$ cat src/rtl/nextpc_pkg.sv
package nextpc_pkg;
  localparam int INSTR_W   = 32;
  localparam int OPCODE_W  = 6;
  localparam int OFFSET_W  = 16;
  localparam int JFIELD_W  = 26;
  localparam int OPCODE_LSB = INSTR_W - OPCODE_W;

  localparam logic [OPCODE_W-1:0] OP_JUMP   = 6'h02;
  localparam logic [OPCODE_W-1:0] OP_BRZERO = 6'h04;
  localparam logic [OPCODE_W-1:0] OP_BRNZ   = 6'h05;

  // strobes from control to datapath
  typedef struct packed {
    logic hold;        // keep the fetch address
    logic takeJump;    // load jump target
    logic takeBranch;  // load branch target
    logic squash;      // kill the instruction in fetch
  } pc_ctrl_t;
endpackage

$ cat src/rtl/nextpc_ctrl.sv
module nextpc_ctrl
  import nextpc_pkg::*;
(
  input  logic                stall,
  input  logic                delaySlotMode,
  input  logic                idValid,
  input  logic [OPCODE_W-1:0] opcode,
  input  logic                srcIsZero,
  output pc_ctrl_t            ctrl
);
  logic isBrZero, isBrNz, isJump, condMet;

  always_comb begin
    isBrZero = idValid && (opcode == OP_BRZERO);
    isBrNz   = idValid && (opcode == OP_BRNZ);
    isJump   = idValid && (opcode == OP_JUMP);
    condMet  = (isBrZero && srcIsZero) || (isBrNz && !srcIsZero);

    ctrl.hold       = stall;
    ctrl.takeJump   = isJump && !stall;
    ctrl.takeBranch = condMet && !stall;
    ctrl.squash     = (ctrl.takeJump || ctrl.takeBranch) && !delaySlotMode;
  end
endmodule

$ cat src/rtl/nextpc_datapath.sv
module nextpc_datapath
  import nextpc_pkg::*;
#(
  parameter int                 ADDR_W   = 32,
  parameter logic [ADDR_W-1:0]  RESET_PC = 32'h0000_1000
) (
  input  logic                clk,
  input  logic                rst_n,
  input  pc_ctrl_t            ctrl,
  input  logic [ADDR_W-1:0]   idPc,
  input  logic [OFFSET_W-1:0] brOffset,
  input  logic [JFIELD_W-1:0] jumpField,
  input  logic [ADDR_W-1:0]   srcVal,
  output logic                srcIsZero,
  output logic [ADDR_W-1:0]   fetchPc
);
  localparam int EXT_W    = ADDR_W - OFFSET_W - 2;
  localparam int REGION_W = ADDR_W - JFIELD_W - 2;
  localparam logic [ADDR_W-1:0] STEP = ADDR_W'(4);

  logic [ADDR_W-1:0] pcReg, seqPc, linkPc, offsetExt, branchTarget, jumpTarget, nextPc;

  always_comb begin
    srcIsZero    = (srcVal == '0);
    seqPc        = pcReg + STEP;
    linkPc       = idPc + STEP;
    offsetExt    = {{EXT_W{brOffset[OFFSET_W-1]}}, brOffset, 2'b00};
    branchTarget = linkPc + offsetExt;
    jumpTarget   = {linkPc[ADDR_W-1 -: REGION_W], jumpField, 2'b00};

    if (ctrl.hold)            nextPc = pcReg;
    else if (ctrl.takeJump)   nextPc = jumpTarget;
    else if (ctrl.takeBranch) nextPc = branchTarget;
    else                      nextPc = seqPc;
  end

  always_ff @(posedge clk) begin
    if (!rst_n) pcReg <= RESET_PC;
    else        pcReg <= nextPc;
  end

  assign fetchPc = pcReg;
endmodule

$ cat src/rtl/early_redirect_unit.sv
module early_redirect_unit
  import nextpc_pkg::*;
#(
  parameter int                ADDR_W   = 32,
  parameter logic [ADDR_W-1:0] RESET_PC = 32'h0000_1000
) (
  input  logic              clk,
  input  logic              rst_n,
  input  logic              stall,
  input  logic              delaySlotMode,
  input  logic              idValid,
  input  logic [ADDR_W-1:0] idPc,
  input  logic [INSTR_W-1:0] idInstr,
  input  logic [ADDR_W-1:0] srcVal,
  output logic [ADDR_W-1:0] fetchPc,
  output logic              squashFetch
);
  pc_ctrl_t ctrl;
  logic     srcIsZero;

  nextpc_ctrl u_ctrl (
    .stall         (stall),
    .delaySlotMode (delaySlotMode),
    .idValid       (idValid),
    .opcode        (idInstr[INSTR_W-1:OPCODE_LSB]),
    .srcIsZero     (srcIsZero),
    .ctrl          (ctrl)
  );

  nextpc_datapath #(.ADDR_W(ADDR_W), .RESET_PC(RESET_PC)) u_dp (
    .clk       (clk),
    .rst_n     (rst_n),
    .ctrl      (ctrl),
    .idPc      (idPc),
    .brOffset  (idInstr[OFFSET_W-1:0]),
    .jumpField (idInstr[JFIELD_W-1:0]),
    .srcVal    (srcVal),
    .srcIsZero (srcIsZero),
    .fetchPc   (fetchPc)
  );

  assign squashFetch = ctrl.squash;
endmodule

$ cat config.mk
export PLATFORM = sky130hd
export DESIGN_NAME = early_redirect_unit
export DESIGN_NICKNAME = d
export VERILOG_FILES = /design/src/rtl/nextpc_pkg.sv /design/src/rtl/nextpc_ctrl.sv /design/src/rtl/nextpc_datapath.sv /design/src/rtl/early_redirect_unit.sv
export SDC_FILE = /design/constraint.sdc
export NUM_CORES = 1
export LEC_CHECK = 0
export BUFFER_PORTS_ARGS = -buffer_cell sky130_fd_sc_hd__buf_2
export CELL_PAD_IN_SITES_DETAIL_PLACEMENT = 1
export CELL_PAD_IN_SITES_GLOBAL_PLACEMENT = 1
export CORE_MARGIN = 1
export CORE_UTILIZATION = 35
export DETAILED_ROUTE_END_ITERATION = 16
export GPL_ROUTABILITY_DRIVEN = 1
export GPL_TIMING_DRIVEN = 0
export HOLD_SLACK_MARGIN = 0.06
export MAX_ROUTING_LAYER = met4
export PLACE_DENSITY_LB_ADDON = 0.1
export SYNTH_ARGS = -nofsm -noshare
export SYNTH_HDL_FRONTEND = slang
export SYNTH_SLANG_ARGS = --single-unit
$ cat constraint.sdc
create_clock -name clk -period 7.7 [get_ports clk]
set_input_delay 0.77 -clock clk [delete_from_list [all_inputs] [get_ports clk]]
set_output_delay 0.77 -clock clk [all_outputs]
set_load 0.005 [all_outputs]
**Word-level counts from Yosys, hierarchy flattened**

Cells that the tools add are included.

- Bits in registers: 32
- Output and inout port bits: 33
- Word-level logic and storage cells: 23

- Mux-type cells: 2
- Reductions and logical operators: 14
- Equal/unequal tests: 3
- Add/subtract/negate cells: 3

Operator list:

| operator | number |
|---|---|
| 32-bit by 3-bit adder with 32-bit output, second input constant | 2 |
| 32-bit 2-to-1 mux | 2 |
| 32-bit adder | 1 |
| 32-bit logical NOT | 1 |
| 6-bit by 3-bit equality test with 1-bit output, second input constant | 2 |
| 1-bit logical AND | 8 |
| 6-bit by 2-bit equality test with 1-bit output, second input constant | 1 |
| 1-bit logical NOT | 3 |
| 1-bit logical OR | 2 |

**Depth between registers and ports, before layout**

- Depth after elaboration: 7
- Gate-level depth with buffers: 17
- Depth with buffers taken out: 16

**Modules after synthesis**

From an unflattened synthesis, not the netlist that was laid out.

- Cell total of the unflattened synthesis: 628
- Area total of the unflattened synthesis: 4478.0 um^2

By module, submodules not included:

| module | cells each | area an instance (um^2) | times used | seq. area each (um^2) |
|---|---|---|---|---|
| nextpc_datapath | 616 | 4396.7 | 1 | 640.6 |
| nextpc_ctrl | 12 | 81.3 | 1 | 0.0 |

**Worst setup path after synthesis**

OpenSTA, ideal clock, no wires.

- Path type: in2reg
- From: input idPc[13]
- To: register u_dp.pcReg[23], in the netlist u_dp.fetchPc[23]
- Arrival time: 3482 ps
- Required time: 7583 ps
- Buffers on the path: 1
- Stages: 14
- Slack: 4102 ps
- Cells stage by stage: nand4_1 -> or3_4 -> nor3_2 -> xor2_1 -> ha_1 -> clkbuf_1 -> nand3_1 -> nor4_1 -> o21ai_0 -> a31oi_1 -> xnor2_1 -> a21oi_1 -> a21o_1 -> a22o_1

- Longest elaborated chain between the ends: 4

Ends and longest elaborated chain:

| element | line | RTL |
|---|---|---|
| start: declaration | early_redirect_unit.sv:12 | `input logic [ADDR_W-1:0] idPc,` |
| 32-bit by 3-bit adder with 32-bit output | nextpc_datapath.sv:26 | `linkPc = idPc + STEP;` |
| 32-bit adder | nextpc_datapath.sv:28 | `branchTarget = linkPc + offsetExt;` |
| 32-bit 2-to-1 mux | nextpc_datapath.sv:33 | `else if (ctrl.takeBranch) nextPc = branchTarget;` |
| 32-bit 2-to-1 mux | nextpc_datapath.sv:32 | `else if (ctrl.takeJump) nextPc = jumpTarget;` |
| end signal: assignment | nextpc_datapath.sv:39 | `else pcReg <= nextPc;` |
| end: declaration | nextpc_datapath.sv:21 | `logic [ADDR_W-1:0] pcReg, seqPc, linkPc, offsetExt, branchTarget, jumpTarget, nextPc;` |

No other way between the ends.
A chain may end at the register's enable or synchronous reset.

**Final worst setup path**

- From: input idPc[12]
- To: register u_dp.pcReg[23], in the netlist u_dp.fetchPc[23]

The elaborated chain is that of the path after synthesis.

==> run summary <==
Status: finished clean
Clock sinks: 32
Clock power frac: 0.355
Hold buffers post-CTS: 0
GR Overflow Total: 0
RSZ-0062 raised after global routing: no
Sequential element share of the synthesized area: 0.147
Largest net degree at the start of global routing: 20
Die X-Extent: 113 µm
Fillers: 1,590
Worst slack, placed: 3.29 ns
P_leak: 2.34 nW
Post-CTS setup buffers: 0
Post-synthesis cell area: 4350 µm²
MaxCap Viol Count: 0
Total die area: 12,900 µm²
DR vias/cell: 5.57
Buf+Inv Stages, Crit Path: 2
CP cell instances: buf_2, nand4_1, or3_4, nor3_2, xor2_1, ha_1, clkbuf_1, nand3_1, nor4_1, o21ai_0, a31oi_1, xnor2_1, a21oi_1, a21o_1, a22o_1
Post-synthesis register bit count: 32
TritonRoute pass-1 iters: 4
CP delay by family, top: simple AND/OR/NAND/NOR gates
Syn Area/Cell: 7.43 µm²
Clk_skew: 0.00312 ns
Hold Fails Final Rpt: 0
Wire length per cell: 18.0 µm
Critical path peak fanout: 7
Share of layout cells above drive strength 1: 0.239
Logic gate share of total power: 0.373
Global-route wire length before repair: 25,900 µm
Worst path arrival time: 4.29 ns
Pwr Density: 120 nW/µm²
Final worst-path cycle share: 0.535
Placed Cells: 884
Final ANT Viol Nets: 0
Post-synth EDFFs: 0
Gr usage total: 0.262
Max clock buf depth: 2
# rows: 40
Diodes inserted: 0
Initial drt markers: 263
Fin Setup TNS: 0 ns
Maximum clock rate: 243 MHz
Core Area: 12,100 µm²
Worst hold path class: flip-flop to flip-flop
Synth Net Count: 723
Routability Congestion: 0.833
Clock latency on the worst-skew pair: 0.28 ns
Nets: 861
Final Worst Setup Slack: 3.58 ns
Syn. warnings: 0
TritonCTS Buffers: 5
Starting Density: 0.360
Setup violators final: 0
Vias after detailed routing: 4,972
Net Sw Frac: 0.346
Most used DFF post-synth: dfxtp_1
Max reg flops: 32
Relative slew slack: 0.603
Root Buffer Master: clkbuf_16
Critical path class: input pin to flip-flop
Startpoint Class: input pin
DR DRC count: 0
Psw: 0.223 mW
Vias in the first global route: 4,912
HPWL after detailed placement: 13,300 µm
Maximum VDD drop: 0.0785 mV
Slowest stage delay, CP: 0.48 ns
Initial antenna violation count: 0
Hold slack: 0.488 ns
Die Span Y: 113 µm
CP max stage cell: or3_4
Crit path time final: 4.12 ns
Seq pwr share: 0.271
Worst endpoint required time: 7.87 ns
Async set-or-reset flop fraction in the synthesized netlist: 0
Final Non-Filler Cells: 892
Synth-to-layout area growth: 23.7%
Most common cell after layout, fill and taps aside: buf_2
Least-Margin Pin Slew: 0.595 ns
Synth Instances: 585
I/O Buffers: 131
Routed WL: 16,000 µm
H-tree depth: 2
Slew Viols, Final: 0
Int Power: 0.421 mW
Reg clk slew, reported paths: 0.06 ns
Worst Setup End Kind: flip-flop
# resized after CTS: 0
Unique cell type count in the Yosys netlist: 73
CTS tree: done
I/O pin cnt: 134
Leading cell types in the layout, fill and taps excluded: buf_2, nand2_1, a21oi_1
[final timing paths]
check	from	endpoint	slack, ns	cells past startpoint
worst min-delay path	u_dp.fetchPc[1]	u_dp.fetchPc[1]	0.49	2
worst min register to register	u_dp.fetchPc[1]	u_dp.fetchPc[1]	0.49	2
worst max register to register	u_dp.fetchPc[2]	u_dp.fetchPc[26]	5.16	10
worst max-delay path	idPc[12]	u_dp.fetchPc[23]	3.58	15
[metal layers]
metal / up-vias / part of all wire / GRT usage
li1: 2450 / - / -
met1: 2393 / 0.49 / 0.353
met2: 117 / 0.47 / 0.434
met3: 12 / 0.040 / 0.0234
met4: 0 / 0.0076 / 0.0421
met5: - / 0 / -
[Yosys cell counts, types with 9 or more instances]
library cell,count,area share
nand2_1,53,0.046
a21oi_1,47,0.054
xnor2_1,46,0.093
nor2_1,44,0.038
ha_1,36,0.10
o21ai_0,35,0.040
nand3_1,34,0.039
dfxtp_1,32,0.15
xor2_1,24,0.048
a21o_1,19,0.033
clkbuf_1,17,0.015
and3_1,15,0.022
nand4_1,13,0.019
a31oi_1,11,0.016
nor2b_1,11,0.016
nor4_1,11,0.016
a211oi_1,9,0.016
[tightest hold or removal path, delay by kind of cell (launching register included)]
family | cells | cell delay [ns]
flip-flops | 1 | 0.31
AO/OA/AOI/OAI | 1 | 0.07
AND/OR/NAND/NOR | 1 | 0.06
[cell families (layout without fill, tap and decap cells)]
| group | count (synthesis) | in the layout | synth area share |
|---|---|---|---|
| AO/OA/AOI/OAI | 184 | 184 | 0.282 |
| AND/OR/NAND/NOR | 224 | 224 | 0.277 |
| flip-flops | 32 | 32 | 0.147 |
| XOR/XNOR | 71 | 71 | 0.147 |
| buffers and inverters | 36 | 175 | 0.0357 |
| adder cells (fa/ha/maj) | 37 | 37 | 0.108 |
| multiplexers | 1 | 1 | 0.00230 |
[power groups by stage]
stage,registers (mW),logic [mW],clock network [mW]
6_report,0.175,0.240,0.229
5_1_grt,0.175,0.267,0.236
4_1_cts,0.175,0.240,0.230
3_5_place_dp,0.178,0.238,0
3_3_place_gp,0.178,0.232,0
2_1_floorplan,0.178,0.151,0
[through the flow]
| step | instance area (µm²) | power [mW] | util |
|---|---|---|---|
| after floorplan | 4350 | 0.328 | - |
| after global placement | 5210 | 0.410 | 0.432 |
| after detailed placement | 5210 | 0.416 | 0.432 |
| after CTS | 5380 | 0.644 | 0.446 |
| after global routing | 5380 | 0.679 | 0.446 |
| final | 5380 | 0.644 | 0.446 |
[area by class of cell]
type,instances,area (µm²),share of cell area
clock inverter,2,35.0,0.00652
tap,168,210,0.0391
inverter,8,30.0,0.00559
sequential,32,641,0.119
multi-input combinational,517,3550,0.660
buffer,28,125,0.0233
clock buffer,6,129,0.0240
timing repair buffer,131,656,0.122
Power figures use the tool's default switching activity.
